File: src/rtl/pbc_pkg.sv
`timescale 1ns/1ps
package pbc_pkg;
   typedef enum logic {
      MODE_FILTERED  = 1'b0,
      MODE_IMMEDIATE = 1'b1
   } pb_mode_e;
endpackage

File: src/rtl/pb_filter.sv
`timescale 1ns/1ps
// Holds a stable copy of the pin; flips it after DB_TICKS consecutive
// disagreeing samples. fall_now flags the edge at which it flips low.
module pb_filter #(
   parameter int DB_TICKS = 8
) (
   input  logic clk,
   input  logic rst_n,
   input  logic raw_n,
   output logic filt_n,
   output logic fall_now
);
   generate
      if (DB_TICKS == 1) begin : g_pass
         always_ff @(posedge clk or negedge rst_n) begin
            if (!rst_n) filt_n <= 1'b1;
            else        filt_n <= raw_n;
         end
         assign fall_now = filt_n & ~raw_n;
      end else begin : g_count
         localparam int CW = (DB_TICKS > 2) ? $clog2(DB_TICKS) : 1;
         localparam logic [CW-1:0] LAST = CW'(DB_TICKS - 1);
         logic [CW-1:0] cnt;
         logic          differ;
         logic          flip;

         always_comb begin
            differ = (raw_n != filt_n);
            flip   = differ && (cnt == LAST);
         end
         assign fall_now = flip & ~raw_n;

         always_ff @(posedge clk or negedge rst_n) begin
            if (!rst_n) begin
               filt_n <= 1'b1;
               cnt    <= '0;
            end else if (!differ) begin
               cnt <= '0;
            end else if (flip) begin
               filt_n <= raw_n;
               cnt    <= '0;
            end else begin
               cnt <= cnt + 1'b1;
            end
         end
      end
   endgenerate
endmodule

File: src/rtl/pb_lockout.sv
`timescale 1ns/1ps
// Edge detector on the raw pin with a DB_TICKS lockout after each hit.
module pb_lockout #(
   parameter int DB_TICKS = 8
) (
   input  logic clk,
   input  logic rst_n,
   input  logic raw_n,
   output logic raw_q,
   output logic hit
);
   localparam int LW = $clog2(DB_TICKS + 1);
   localparam logic [LW-1:0] LOAD = LW'(DB_TICKS);
   logic [LW-1:0] lock;

   assign hit = ~raw_n & raw_q & (lock == '0);

   always_ff @(posedge clk or negedge rst_n) begin
      if (!rst_n) begin
         raw_q <= 1'b1;
         lock  <= '0;
      end else begin
         raw_q <= raw_n;
         if (hit)             lock <= LOAD;
         else if (lock != '0) lock <= lock - 1'b1;
      end
   end
endmodule

File: src/rtl/pb_override.sv
`timescale 1ns/1ps
// Counts edges with the filtered level low; one pulse per continuous hold.
module pb_override #(
   parameter int CNT_W     = 12,
   parameter int EXT_TICKS = 200
) (
   input  logic             clk,
   input  logic             rst_n,
   input  logic             filt_n,
   input  logic             ext_sel,
   input  logic [CNT_W-1:0] cfg_ticks,
   output logic             fire
);
   localparam logic [CNT_W-1:0] EXT_VAL = CNT_W'(EXT_TICKS);
   localparam logic [CNT_W-1:0] CNT_MAX = '1;

   logic [CNT_W-1:0] cnt;
   logic [CNT_W-1:0] limit;
   logic             done;
   logic             reach;

   always_comb begin
      limit = ext_sel ? EXT_VAL : cfg_ticks;
      reach = ({1'b0, cnt} + {{CNT_W{1'b0}}, 1'b1}) >= {1'b0, limit};
   end

   always_ff @(posedge clk or negedge rst_n) begin
      if (!rst_n) begin
         cnt  <= '0;
         done <= 1'b0;
         fire <= 1'b0;
      end else begin
         fire <= 1'b0;
         if (filt_n) begin
            cnt  <= '0;
            done <= 1'b0;
         end else begin
            if (cnt != CNT_MAX) cnt <= cnt + 1'b1;
            if (!done && reach) begin
               fire <= 1'b1;
               done <= 1'b1;
            end
         end
      end
   end
endmodule

File: src/rtl/pb_ctrl.sv
`timescale 1ns/1ps
module pb_ctrl
   import pbc_pkg::*;
#(
   parameter int DB_TICKS  = 800_000,
   parameter int CNT_W     = 30,
   parameter int EXT_TICKS = 475_000_000
) (
   input  logic             clk,
   input  logic             rst_n,
   input  logic             pwr_btn_n,
   input  logic             cfg_immediate,
   input  logic [CNT_W-1:0] cfg_ovr_ticks,
   input  logic             stretch_active,
   input  logic             stretch_ext_ok,
   output logic             press_evt,
   output logic             override_evt,
   output logic             btn_level
);
   generate
      if (DB_TICKS < 1) begin : g_bad_db
         $error("pb_ctrl: DB_TICKS must be at least 1");
      end
      if (CNT_W < 2 || CNT_W > 31) begin : g_bad_w
         $error("pb_ctrl: CNT_W out of range");
      end
      if (EXT_TICKS < 1 || longint'(EXT_TICKS) >= (longint'(1) << CNT_W)) begin : g_bad_ext
         $error("pb_ctrl: EXT_TICKS does not fit CNT_W");
      end
   endgenerate

   pb_mode_e mode;
   logic     filt_n;
   logic     flt_fall;
   logic     raw_q;
   logic     lk_hit;
   logic     recog;
   logic     pend;

   assign mode = pb_mode_e'(cfg_immediate);

   pb_filter #(.DB_TICKS(DB_TICKS)) u_filter (
      .clk      (clk),
      .rst_n    (rst_n),
      .raw_n    (pwr_btn_n),
      .filt_n   (filt_n),
      .fall_now (flt_fall)
   );

   pb_lockout #(.DB_TICKS(DB_TICKS)) u_lockout (
      .clk   (clk),
      .rst_n (rst_n),
      .raw_n (pwr_btn_n),
      .raw_q (raw_q),
      .hit   (lk_hit)
   );

   pb_override #(.CNT_W(CNT_W), .EXT_TICKS(EXT_TICKS)) u_override (
      .clk       (clk),
      .rst_n     (rst_n),
      .filt_n    (filt_n),
      .ext_sel   (stretch_active & stretch_ext_ok),
      .cfg_ticks (cfg_ovr_ticks),
      .fire      (override_evt)
   );

   always_comb begin
      recog     = (mode == MODE_IMMEDIATE) ? lk_hit : flt_fall;
      btn_level = (mode == MODE_IMMEDIATE) ? ~raw_q : ~filt_n;
   end

   always_ff @(posedge clk or negedge rst_n) begin
      if (!rst_n) begin
         press_evt <= 1'b0;
         pend      <= 1'b0;
      end else begin
         press_evt <= 1'b0;
         if ((recog || pend) && !stretch_active) begin
            press_evt <= 1'b1;
            pend      <= 1'b0;
         end else if (recog) begin
            pend <= 1'b1;
         end
      end
   end
endmodule

File: config.mk
export PLATFORM = sky130hd
export DESIGN_NAME = pb_ctrl
export DESIGN_NICKNAME = d
export VERILOG_FILES = /design/src/rtl/pbc_pkg.sv /design/src/rtl/pb_filter.sv /design/src/rtl/pb_lockout.sv /design/src/rtl/pb_override.sv /design/src/rtl/pb_ctrl.sv
export SDC_FILE = /design/constraint.sdc
export NUM_CORES = 1
export LEC_CHECK = 0
export BUFFER_PORTS_ARGS = -buffer_cell sky130_fd_sc_hd__buf_2
export CAP_MARGIN = 25
export CORE_UTILIZATION = 55
export DETAILED_ROUTE_END_ITERATION = 10
export GPL_ROUTABILITY_DRIVEN = 0
export GPL_TIMING_DRIVEN = 0
export PLACE_DENSITY = 0.77
export SLEW_MARGIN = 10
export SYNTH_ARGS = -nofsm -noshare
export SYNTH_HDL_FRONTEND = slang
export SYNTH_HIERARCHICAL = 1
export SYNTH_SLANG_ARGS = --single-unit
File: constraint.sdc
create_clock -name clk -period 3.06 [get_ports clk]
set_input_delay 0 -clock clk [delete_from_list [all_inputs] [get_ports clk]]
set_output_delay 0 -clock clk [all_outputs]
set_load 0.05 [all_outputs]
==> impl_metrics.py <==
metrics = {
    "route": {
        "drtPass1Iterations": 4,
        "vias_per_cell": 5.82,
        "via_count": 4080,
        "totalWireLength_um": 11400,
        "drc": 0,
        "route.detailed.wl_per_inst_um": 16.2,
        "ant_nets": 0,
        "drt_iter0_drc": 157,
    },
    "floorplan": {
        "initial_utilization": 0.581,
        "die_y_um": 96.1,
        "rows": 33,
        "pin_count": 39,
        "fp.dieArea_sq_um": 9230,
        "die_width_um": 96.1,
        "core_sq_um": 8380,
    },
    "sta": {
        "rsz0062_at_grt": "yes",
        "hold_ws_ps": 47.7,
        "setup_ws_ps": -422,
        "setup_viol": 2,
        "skew_ps": 8.77,
        "hold_viol_final": 0,
        "slew_headroom": 0.360,
        "max_freq_mhz": 287,
        "period_needed_ps": 3480,
        "worst_slew_pin_slew_ps": 952,
        "min_period_over_period": 1.14,
        "report.final.slew_viol_count": 0,
    },
    "setup_path": {
        "endpoint_kind": "flop",
        "timing.rr.start": "u_override/cnt[0]",
        "cp_cell_sequence": "ha_4 -> nand2_2 -> or4_4 -> buf_4 -> nor4_4 -> nand4_1 -> xor2_2 -> inv_1 -> ha_1 -> nand3_1 -> nor2_2 -> a31oi_1 -> o2bb2ai_1 -> and2_4 -> a211oi_2",
        "max_stage_delay_ps": 570,
        "required_ps": 3330,
        "cp_max_fo": 3,
        "crit_type": "reg -> reg",
        "critPathSlowestCell": "or4_4",
        "cp_data_arrival_time_ps": 3750,
        "crit_start": "u_override/cnt[0]",
        "start_kind": "flop",
    },
    "yosys": {
        "ys_top_cells_by_area": "dfrtp_1, ha_1, xnor2_1",
        "yosysTopAreaCellShare": 0.380,
        "yosys_warnings": 6,
        "synth_edf_count": 0,
        "synth_area_sq_um": 4870,
        "synthMuxAreaShare": 0.0218,
        "ys_ff_latch": 76,
        "syn_nets": 591,
        "synth_cells": 522,
        "synth_common_cells": "dfrtp_1, nor2_1, a21oi_1",
        "synth.avg_cell_area_sq_um": 9.33,
        "ys_seq_area_frac": 0.391,
        "synth_compound_area_frac": 0.123,
        "async_reset_ff_frac": 1.00,
        "synthFlopType": "dfrtp_1",
        "synthSimpleGateAreaFrac": 0.238,
        "synth_xor_area_frac": 0.0951,
        "yosysTopAreaCell": "dfrtp_1",
        "post-synth-top-count-cell": "dfrtp_1",
        "synth_top_family_by_area": "simple AND/OR/NAND/NOR gates",
        "synth-adder-area-share": 0.0848,
        "yosysUniqueCellTypes": 66,
    },
    "layout": {
        "biggestRegsByFlops": "u_override/cnt (30), u_filter/g_count.cnt (20), u_lockout/lock (20)",
        "antenna_cells": 0,
        "top_register": "u_override/cnt",
        "largest_reg_flops": 30,
        "area_growth_pct": 20.0,
        "drive_above_1_share": 0.232,
        "final_nets": 661,
    },
    "global_route": {
        "grt-ovfl-total": 0,
        "grt_pass1_vias": 4039,
        "grt_first_pass_wirelength_um": 18500,
        "antenna_found_initial": 0,
        "grt_max_degree": 52,
        "grt_usage": 0.267,
    },
    "clocking": {
        "clock_path_buffers": 2,
        "clock_latency_ps": 350,
        "htree_levels": 3,
        "cts_tree": "yes",
        "numCtsBuffers": 9,
        "path_clk_slew_ps": 80,
        "cts-root-buf": "clkbuf_8",
        "clock-sinks": 76,
    },
    "power_and_ir_drop": {
        "ir_drop_uv": 268,
        "pwr-share-seq": 0.469,
        "p_leak_nw": 2.80,
        "power_frac_comb": 0.064,
        "powerDensity_nw_per_um2": 369,
        "p_total_mw": 2.16,
        "swShare": 0.216,
        "clock_power_share": 0.467,
        "p_switching_uw": 467,
        "p_int_mw": 1.69,
    },
    "hold_path": {
        "hp-class": "in -> reg",
        "hp-start": "cfg_immediate",
    },
    "status": {
        "violations": "setup timing",
        "status": "finished, violations left",
    },
    "placed_design": {
        "dp_hpwl_um": 7770,
        "port_buffers": 38,
    },
    "flow_run": {
        "maxCapViolCount": 0,
    },
}
==> final timing paths <==
| kind | endpoint | slack (ps) | depth (start not counted) |
|---|---|---|---|
| max reg2reg | u_override/fire | -420 | 15 |
| max in group asynchronous | u_filter/filt_n | 2340 | 3 |
| max | u_override/fire | -420 | 15 |
| min | pend | 50 | 3 |
| min reg2reg | u_override/fire | 440 | 1 |
| min in group asynchronous | u_filter/g_count.cnt[17] | 100 | 2 |
==> cell families (layout without fill, tap and decap cells) <==
kind of cell    Yosys count  after routing
compound gates           94             94
xor+xnor                 52             52
fa+ha+maj                33             33
buf+inv                  50            124
flops                    76             76
mux                      10             10
simple gates            207            207
==> critical path: cells and delay by family (launching register included) <==
family	cells	cell delay, ps
adder cells (fa/ha/maj)	2	460
buffers and inverters	2	250
XOR/XNOR	1	240
AO/OA/AOI/OAI	3	450
flip-flops	1	430
AND/OR/NAND/NOR	7	1580
==> per-layer routing <==
layer / wire (um) / track usage / vias to the layer above / share of wire
met3: 283 / 0.0379 / 13 / 0.025
met2: 6000 / 0.495 / 57 / 0.53
met4: 176 / 0.0958 / 0 / 0.016
met1: 4890 / 0.310 / 2015 / 0.43
met5: 0 / 0 / - / 0
li1: - / - / 1995 / -
==> power groups by stage <==
stage	Sequential, mW	Clock (mW)	Combinational [mW]
after floorplan	1.03	0	0.0596
after global routing	1.01	1.07	0.158
after CTS	1.01	1.02	0.138
after global placement	1.03	0	0.118
after detailed placement	1.03	0	0.127
final	1.01	1.01	0.137
==> metrics by stage <==
step | util | setup TNS [ps] | cells | area, sq um | setup WS (ps)
2_1_floorplan | - | 0 | 522 | 4880 | 3.11
3_3_place_gp | 0.621 | -1580 | 665 | 5200 | -827
3_5_place_dp | 0.625 | -1580 | 666 | 5240 | -838
4_1_cts | 0.685 | -757 | 696 | 5750 | -397
5_1_grt | 0.697 | -1130 | 701 | 5850 | -585
6_report | 0.697 | -843 | 701 | 5850 | -422
==> placed cells by master, fill, tap and decap left out, types with 12 or more instances in the layout <==
master,synthesis,layout
nor2_1,50,49
ha_1,33,29
xnor2_1,32,29
nor3_1,15,13
buf_4,0,18
buf_2,4,41
o21ai_0,13,12
a21oi_1,40,40
nand2b_1,17,17
nand2_1,32,31
xor2_1,19,17
inv_1,32,29
dfrtp_1,74,73
nand3_1,22,20
==> final cells by class <==
class	instances	area, sq um
Multi-Input combinational cell	396	2950
Fill cell	664	2540
Sequential cell	76	1910
Timing Repair Buffer	59	378
Clock inverter	6	138
Tap cell	105	131
Clock buffer	9	124
Inverter	32	120
Buffer	18	103
==> timing repair <==
action	CTS	global route
hold endpoints to repair	79	0
hold buffers	3	0
pin swaps	19	19
buffers inserted	12	5
endpoints found under the setup margin	2	2
resized for setup	20	14
Note: power is estimated with default switching activity, not from simulation.
